$ cat config.mk
export PLATFORM = sky130hd
export DESIGN_NAME = uart8n1_tx
export DESIGN_NICKNAME = d
export VERILOG_FILES = /design/src/rtl/uart8n1_pkg.sv /design/src/rtl/uart_baud_tick.sv /design/src/rtl/uart_tx_frame.sv /design/src/rtl/uart8n1_tx.sv
export SDC_FILE = /design/constraint.sdc
export NUM_CORES = 1
export LEC_CHECK = 0
export BUFFER_PORTS_ARGS = -buffer_cell sky130_fd_sc_hd__buf_2
export CORE_MARGIN = 4
export CORE_UTILIZATION = 60
export DETAILED_ROUTE_END_ITERATION = 8
export PLACE_DENSITY = 0.84
export SLEW_MARGIN = 20
export SYNTH_ARGS = -nofsm -noshare
export SYNTH_HDL_FRONTEND = slang
export SYNTH_SLANG_ARGS = --single-unit
$ cat constraint.sdc
create_clock -name clk -period 4.4 [get_ports clk]
set_input_delay 0 -clock clk [delete_from_list [all_inputs] [get_ports clk]]
set_output_delay 0 -clock clk [all_outputs]
set_load 0.005 [all_outputs]
$ cat src/rtl/uart8n1_pkg.sv
package uart8n1_pkg;

  typedef enum logic [1:0] {
    PH_IDLE  = 2'd0,
    PH_START = 2'd1,
    PH_DATA  = 2'd2,
    PH_STOP  = 2'd3
  } phase_t;

  // rate code to bit period in clocks; code 3 falls back to the default
  function automatic int unsigned period_for(input logic [1:0] sel,
                                             input int unsigned p_std,
                                             input int unsigned p_slow,
                                             input int unsigned p_fast);
    case (sel)
      2'b01:   return p_slow;
      2'b10:   return p_fast;
      default: return p_std;
    endcase
  endfunction

endpackage

$ cat src/rtl/uart_baud_tick.sv
module uart_baud_tick #(
  parameter int unsigned CW = 6
) (
  input  logic          clk,
  input  logic          rst_n,
  input  logic          restart,
  input  logic          run,
  input  logic [CW-1:0] period_in,
  output logic          tick
);

  logic [CW-1:0] period_q;
  logic [CW-1:0] cnt_q;

  always_ff @(posedge clk) begin
    if (!rst_n) begin
      period_q <= '0;
      cnt_q    <= '0;
    end else if (restart) begin
      period_q <= period_in;
      cnt_q    <= period_in - CW'(1);
    end else if (run) begin
      if (cnt_q == '0) cnt_q <= period_q - CW'(1);
      else             cnt_q <= cnt_q - CW'(1);
    end
  end

  assign tick = run && (cnt_q == '0);

  // divisor held for the whole frame
  assert_rate_hold_R8: assert property (@(posedge clk) disable iff (!rst_n)
    (run && !restart) |=> $stable(period_q));

  // countdown never exceeds the latched period
  assert_cnt_range_R4: assert property (@(posedge clk) disable iff (!rst_n)
    run |-> (cnt_q < period_q));

endmodule

$ cat src/rtl/uart_tx_frame.sv
module uart_tx_frame
  import uart8n1_pkg::*;
#(
  parameter int unsigned DATA_W = 8
) (
  input  logic              clk,
  input  logic              rst_n,
  input  logic              accept,
  input  logic [DATA_W-1:0] word,
  input  logic              tick,
  output logic              busy,
  output logic              done,
  output logic              txd
);

  localparam int unsigned IW = (DATA_W > 1) ? $clog2(DATA_W) : 1;

  phase_t            phase_q;
  logic [DATA_W-1:0] sh_q;
  logic [IW-1:0]     idx_q;
  logic              txd_q;
  logic              done_q;

  always_ff @(posedge clk) begin
    if (!rst_n) begin
      phase_q <= PH_IDLE;
      sh_q    <= '0;
      idx_q   <= '0;
      txd_q   <= 1'b1;
      done_q  <= 1'b0;
    end else begin
      done_q <= 1'b0;
      case (phase_q)
        PH_IDLE: if (accept) begin
          phase_q <= PH_START;
          sh_q    <= word;
          idx_q   <= '0;
          txd_q   <= 1'b0;
        end
        PH_START: if (tick) begin
          phase_q <= PH_DATA;
          txd_q   <= sh_q[0];
          sh_q    <= sh_q >> 1;
        end
        PH_DATA: if (tick) begin
          if (idx_q == IW'(DATA_W - 1)) begin
            phase_q <= PH_STOP;
            txd_q   <= 1'b1;
          end else begin
            idx_q <= idx_q + IW'(1);
            txd_q <= sh_q[0];
            sh_q  <= sh_q >> 1;
          end
        end
        PH_STOP: if (tick) begin
          phase_q <= PH_IDLE;
          done_q  <= 1'b1;
        end
        default: phase_q <= PH_IDLE;
      endcase
    end
  end

  assign busy = (phase_q != PH_IDLE);
  assign done = done_q;
  assign txd  = txd_q;

  assert_idle_high_R1: assert property (@(posedge clk) disable iff (!rst_n)
    !busy |-> txd);
  assert_start_low_R2: assert property (@(posedge clk) disable iff (!rst_n)
    $rose(busy) |-> !txd);
  assert_cell_hold_R2: assert property (@(posedge clk) disable iff (!rst_n)
    (busy && !tick) |=> $stable(txd));
  assert_done_single_R5: assert property (@(posedge clk) disable iff (!rst_n)
    done |=> !done);
  assert_busy_fall_R5: assert property (@(posedge clk) disable iff (!rst_n)
    $fell(busy) |-> done);
  assert_no_restart_R7: assert property (@(posedge clk) disable iff (!rst_n)
    (busy && !tick) |=> busy);

endmodule

$ cat src/rtl/uart8n1_tx.sv
module uart8n1_tx
  import uart8n1_pkg::*;
#(
  parameter int unsigned DATA_W = 8,
  parameter int unsigned P_STD  = 40,
  parameter int unsigned P_SLOW = 50,
  parameter int unsigned P_FAST = 30
) (
  input  logic              clk,
  input  logic              rst_n,
  input  logic [1:0]        rate_sel,
  input  logic              s_valid,
  output logic              s_ready,
  input  logic [DATA_W-1:0] s_data,
  output logic              txd,
  output logic              busy,
  output logic              done
);

  localparam int unsigned P_MAX1 = (P_STD > P_SLOW) ? P_STD : P_SLOW;
  localparam int unsigned P_MAX  = (P_MAX1 > P_FAST) ? P_MAX1 : P_FAST;
  localparam int unsigned CW     = $clog2(P_MAX + 1);

  logic          accept;
  logic          tick;
  logic          busy_w;
  logic [CW-1:0] period_sel;

  assign s_ready    = !busy_w;
  assign accept     = s_valid && !busy_w;
  assign period_sel = CW'(period_for(rate_sel, P_STD, P_SLOW, P_FAST));
  assign busy       = busy_w;

  uart_baud_tick #(.CW(CW)) u_tick (
    .clk       (clk),
    .rst_n     (rst_n),
    .restart   (accept),
    .run       (busy_w),
    .period_in (period_sel),
    .tick      (tick)
  );

  uart_tx_frame #(.DATA_W(DATA_W)) u_frame (
    .clk    (clk),
    .rst_n  (rst_n),
    .accept (accept),
    .word   (s_data),
    .tick   (tick),
    .busy   (busy_w),
    .done   (done),
    .txd    (txd)
  );

  // an accepted word always starts a frame on the next cycle
  assert_accept_starts_R3: assert property (@(posedge clk) disable iff (!rst_n)
    (s_valid && s_ready) |=> (busy && !txd));

endmodule

# Word-level counts from Yosys, hierarchy flattened
# Cells that the tools add are included.
[op_classes]
div_mod_pow = 0
shift = 0
multipliers = 0
n_eq_ne = 12
addsub = 4
reduce_logical = 14
magnitude_cmp = 0
muxes = 25
bitwise = 0
[ops]
columns = ["cell", "count"]
rows = [
  ["2-to-1 mux 8 bit", 4],
  ["case mux 8 bit (3 select lines)", 1],
  ["2-to-1 mux 6 bit", 3],
  ["subtractor 6 x 1 -> 6 bit, second input constant", 3],
  ["case mux 6 bit (2 select lines)", 1],
  ["2-to-1 mux 2 bit", 5],
  ["!= test 2 bit, second input constant", 5],
  ["AND reduction 5 bit", 2],
  ["2-to-1 mux 3 bit", 3],
  ["case mux 2 bit (4 select lines)", 1],
  ["AND reduction 4 bit", 2],
  ["== test 2 bit, second input constant", 3],
  ["logical NOT 6 bit", 1],
  ["case mux 3 bit (2 select lines)", 1],
  ["nonzero test 2 bit", 3],
  ["2-to-1 mux 1 bit", 5],
  ["== test 2 x 1 -> 1 bit, second input constant", 2],
  ["adder 3 x 1 -> 3 bit, second input constant", 1],
  ["== test 3 bit, second input constant", 1],
  ["case mux 1 bit (3 select lines)", 1],
  ["nonzero test 3 bit", 1],
  ["logical AND 1 bit", 2],
  ["logical NOT 2 bit", 1],
  ["!= test 2 x 1 -> 1 bit, second input constant", 1],
  ["other kinds (2)", 2],
]
[totals]
memories = 0
rom_bits = 0
elab_cells = 62
input_bits = 13
ramBits = 0
output_inout_bits = 4
latch_bits = 0
register_bits = 27

# Longest topological paths before layout
[logic_depth]
word_depth = 5
depth_mapped = 8
ltp_nobuf = 7

# Modules after synthesis
# A second synthesis with hierarchy kept.
[unflattened]
hier_cells = 172
hier_area_um2 = 1605.3
[by_module_without_submodules]
columns = ["module", "seq_area_each_um2", "cells_per_inst", "area_per_inst_um2", "instances"]
rows = [
  ["uart_tx_frame", 300.3, 86, 852.1, 1],
  ["uart_baud_tick", 240.2, 75, 683.2, 1],
  ["uart8n1_tx", 0.0, 11, 70.1, 1],
]

# Worst setup path after synthesis
# No wires, ideal clock.
[synth_path]
kind = "register to register"
start = "reg u_tick.cnt_q[0]"
end = "reg u_tick.cnt_q[4]"
setup_slack_ns = 2.695
arrival_time_ns = 1.578
synth_period_minus_slack_ns = 1.705
stages_incl_launch_ff = 7
n_path_buf = 0
cell_sequence = "dfxtp_1 > nor4_4 > a31oi_1 > ha_1 > nand2_1 > a2111oi_0 > or3_1"
[synth_via]
elab_chain_cells = 4
word_cells_on_any_way = 5
classes_between = "1 x add/sub; 3 x mux; 1 x reduce/logical"
[synth_lines]
columns = ["element", "line_no", "source"]
rows = [
  ["start: declaration", "uart_baud_tick.sv:13", "logic [CW-1:0] cnt_q;"],
  ["start signal: assignment", "uart_baud_tick.sv:21", "cnt_q <= period_in - CW'(1);"],
  ["start signal: assignment", "uart_baud_tick.sv:23", "if (cnt_q == '0) cnt_q <= period_q - CW'(1);"],
  ["start signal: assignment", "uart_baud_tick.sv:24", "else cnt_q <= cnt_q - CW'(1);"],
  ["subtractor 6 x 1 -> 6 bit or logical NOT 6 bit (tied branches)", "uart_baud_tick.sv:24, uart_baud_tick.sv:23", ""],
  ["2-to-1 mux 6 bit (*)", "uart_baud_tick.sv:23", ""],
  ["2-to-1 mux 6 bit (*)", "uart_baud_tick.sv:22", "end else if (run) begin"],
  ["2-to-1 mux 6 bit (*)", "uart_baud_tick.sv:19", "end else if (restart) begin"],
]
# Mark *: on every way between the ends. The rest lies on a longest branch, timed or not. The select of a mux whose other input is x is not followed.
# A chain may end at the register's enable or synchronous reset.

# Worst setup path in the final report
[layout_path]
start = "reg u_frame.phase_q[0]"
end = "reg u_frame.sh_q[3]"
[layout_via]
elab_chain_cells = 5
word_cells_on_any_way = 14
classes_between = "6 x eq/ne; 1 x mux; 7 x reduce/logical"
[layout_lines]
columns = ["element", "line_no", "source"]
rows = [
  ["start: declaration", "uart_tx_frame.sv:18", "phase_t phase_q;"],
  ["start signal: assignment", "uart_tx_frame.sv:26", "phase_q <= PH_IDLE;"],
  ["start signal: assignment", "uart_tx_frame.sv:35", "phase_q <= PH_START;"],
  ["start signal: assignment", "uart_tx_frame.sv:41", "phase_q <= PH_DATA;"],
  ["nonzero test 2 bit", "uart_tx_frame.sv:64", "assign busy = (phase_q != PH_IDLE);"],
  ["logical NOT 1 bit", "uart8n1_tx.sv:30", "assign accept = s_valid && !busy_w;"],
  ["logical AND 1 bit", "uart8n1_tx.sv:30", ""],
  ["!= test 2 bit (no source line)", "-", ""],
  ["AND reduction 5 bit (no source line)", "-", ""],
  ["end signal: assignment", "uart_tx_frame.sv:36", "sh_q <= word;"],
  ["end signal: assignment", "uart_tx_frame.sv:43", "sh_q <= sh_q >> 1;"],
  ["end signal: assignment", "uart_tx_frame.sv:52", "sh_q <= sh_q >> 1;"],
  ["end: declaration", "uart_tx_frame.sv:19", "logic [DATA_W-1:0] sh_q;"],
]
# Several ways; a longest one is shown, not always the timed one.

==> run metrics <==
area growth from synthesis to final layout 7.67%; total CTS buffers 3; commonest non-fill, non-tap cell in the layout nand2_1; core area 2300 µm²; setup ws final ~2.2 ns; via count of the first global-routing pass ~1200; Max Cap Viol 0; fin crit period approximately 2.2 ns; Tcrit/Tclk final between 50% and 60%; antenna-violating nets left 0; RSZ-0062 raised after global routing false; CP max FO 12; status finished, final reports clean; share of layout cells above drive strength 1 between 10% and 20%; Worst EP arrival around 2.5 ns; clock buffer depth 2; port buffer count 16; Die H a little under 60 µm; sw power about 0.00047 W; Synth Net Count 196; Fmax achieved roughly 450 MHz; CTS tree yes; YS warnings 0; gp weighted congestion approximately 0.9; Avg Synthesized Cell Area 8.77 µm²; Via density 6.06; ys async rst share 0%; Top FF cell, synth dfxtp_1; routed length per instance 14.9 µm; maximum vdd drop 0.000523 V; Post-Synthesis Cells 171; Area contributors post-synth dfxtp_1 (33%), ha_1 (10%), nand2_1 (7.3%); clock latency on the worst-skew pair about 0.32 ns; setup TNS 0 ns; Fillers ~190; Max transition margin 68.1%; Critical Path Sink Type flop; Total Wirelength 3150 µm; DP Worst Slack about 2.2 ns; Nets 210; number of synthesized flops with an enable pin 0; Iteration-0 DRC Markers 44; area leader, netlist dfxtp_1; # DRC 0; effective utilization at floorplan ~65%; Hold Fails Final Rpt 0; clock tree sinks 25; final core occ a little over two thirds; Sw Ratio 44.3%; part of the Yosys area used for sequential elements between 30% and 40%; initial antenna violation count 0; largest net degree at the start of global routing 25; transition time of the tightest slew-check pin about 0.48 ns; synthesized area roughly 1500 µm²; first-pass detailed-route iteration total 4; Clk pwr share 9.9%; clock-pin slew on the worst setup and hold paths approximately 0.14 ns; sequential share of power 36.3%; number of library cell types mapped by synthesis 37; P_int between 0.0005 and 0.0006 W; post-CTS sizing 0; first-pass GRT wire length between 5000 and 6000 µm; CP Launch Type flop; Die W 58.0 µm; Yosys top cell area share between 30% and 40%; GRT overflow 0; max-slew violation count 0; Synth Register Bits 25; critical path class reg -> reg; n_diodes 0; row count 17; Hold Path Class in -> reg; Root Buffer clkbuf_4; most frequent cells in the layout nand2_1 (29), dfxtp_1 (25), buf_2 (16); # IOs 17; Worst EP required between 4 and 5 ns; Power Dens Cells approximately 660 nW/µm²; GRT Total Usage between 20% and 30%; final setup fails 0; Vias ~1300; full die area about 3400 µm²; Comb power frac approximately 54%; dpl hpwl roughly 2400 µm; H-Tree Depth 1; clk_skew about 0.0052 ns; static leakage about 0.68 nW
## power by group through the flow
stage	combinational [W]	clock, W	sequential, W
finish	0.000571	0.000105	0.000385
global route	0.000638	0.000119	0.000395
CTS	0.000569	0.000109	0.000383
detailed placement	0.000565	0	0.000387
global placement	0.000542	0	0.000382
floorplan	0.000475	0	0.000369
## stage by stage
stage	cell area, µm²	total power [W]	hold WS, ns	std cells
2_1_floorplan	1500	0.000845	0.161	171
3_3_place_gp	1580	0.000924	0.281	207
3_5_place_dp	1580	0.000952	0.300	207
4_1_cts	1620	0.00106	0.0391	212
5_1_grt	1620	0.00115	0.0463	212
6_report	1620	0.00106	0.0491	212
## routing by layer
layer / track usage [%] / up-vias / routed length (µm)
li1: - / 636 / -
met1: 24.9 / 600 / 1380
met2: 33.2 / 47 / 1550
met3: 6.68 / 2 / 202
met4: 4.97 / 0 / 17
met5: 0 / - / 0
## registers in the layout, indices dropped and copies added, names as in the netlist
register,count
u_tick.cnt_q,6
u_frame.idx_q,3
u_frame.phase_q,2
u_frame.sh_q,8
u_frame.txd,1
u_frame.done,1
u_tick.period_q,4
## final timing paths
path	start	end	slack (ns)	depth (start not counted)
max	u_frame.phase_q[0]	u_frame.sh_q[3]	2.16	6
min	rate_sel[1]	u_tick.period_q[5]	0.05	3
max reg2reg	u_frame.phase_q[0]	u_frame.sh_q[3]	2.16	6
min reg2reg	u_frame.sh_q[2]	u_frame.sh_q[2]	0.47	2
## cell type report
| cell class | instances | area (µm²) | share of cell area, % |
|---|---|---|---|
| Clock buffer | 3 | 22.5 | 1.39 |
| Sequential cell | 25 | 500 | 31.0 |
| Inverter | 10 | 37.5 | 2.32 |
| Timing Repair Buffer | 17 | 90.1 | 5.58 |
| Clock inverter | 1 | 7.51 | 0.465 |
| Multi-Input combinational cell | 128 | 922 | 57.1 |
| Tap cell | 28 | 35.0 | 2.17 |
## critical path, cell delays in order (launching register included)
cell and delay (ns):
dfxtp_1 0.38, inv_1 0.13, ha_1 0.45, nand2b_1 0.23, a32oi_2 0.28, nand2b_1 0.44
mux2i_1 0.26
## Yosys cell counts, types with 2 or more instances
library cell and number:
o2bb2ai_1 2, dfxtp_1 25, mux2i_1 9, mux2_2 7, nand2b_1 3, a211oi_1 8
o211ai_1 4, nand3b_1 3, nor2b_1 2, ha_1 12, clkbuf_1 5, inv_1 10
a21oi_1 7, o21ai_0 6, nor4_4 2, buf_2 2, nand3_1 3, nand2_1 29
a311oi_1 2, nand4_1 2, a31oi_1 2, nor2_1 11
## timing repair
item | CTS | global route
buffers inserted | 0 | 0
hold buffers | 1 | 0
setup endpoints to repair | 0 | 0
endpoints found under the hold margin | 1 | 0
## logic make-up (layout without fill, tap and decap cells)
kind of cell             after synthesis  count (layout)  synth area share, %
adder cells (fa/ha/maj)               12              12                 10.0
XOR/XNOR                               1               1                0.584
AND/OR/NAND/NOR                       60              60                 20.9
multiplexers                          17              17                 12.0
buffers and inverters                 18              31                 5.17
AO/OA/AOI/OAI                         38              38                 17.9
flip-flops                            25              25                 33.4
Power figures use the tool's default switching activity.
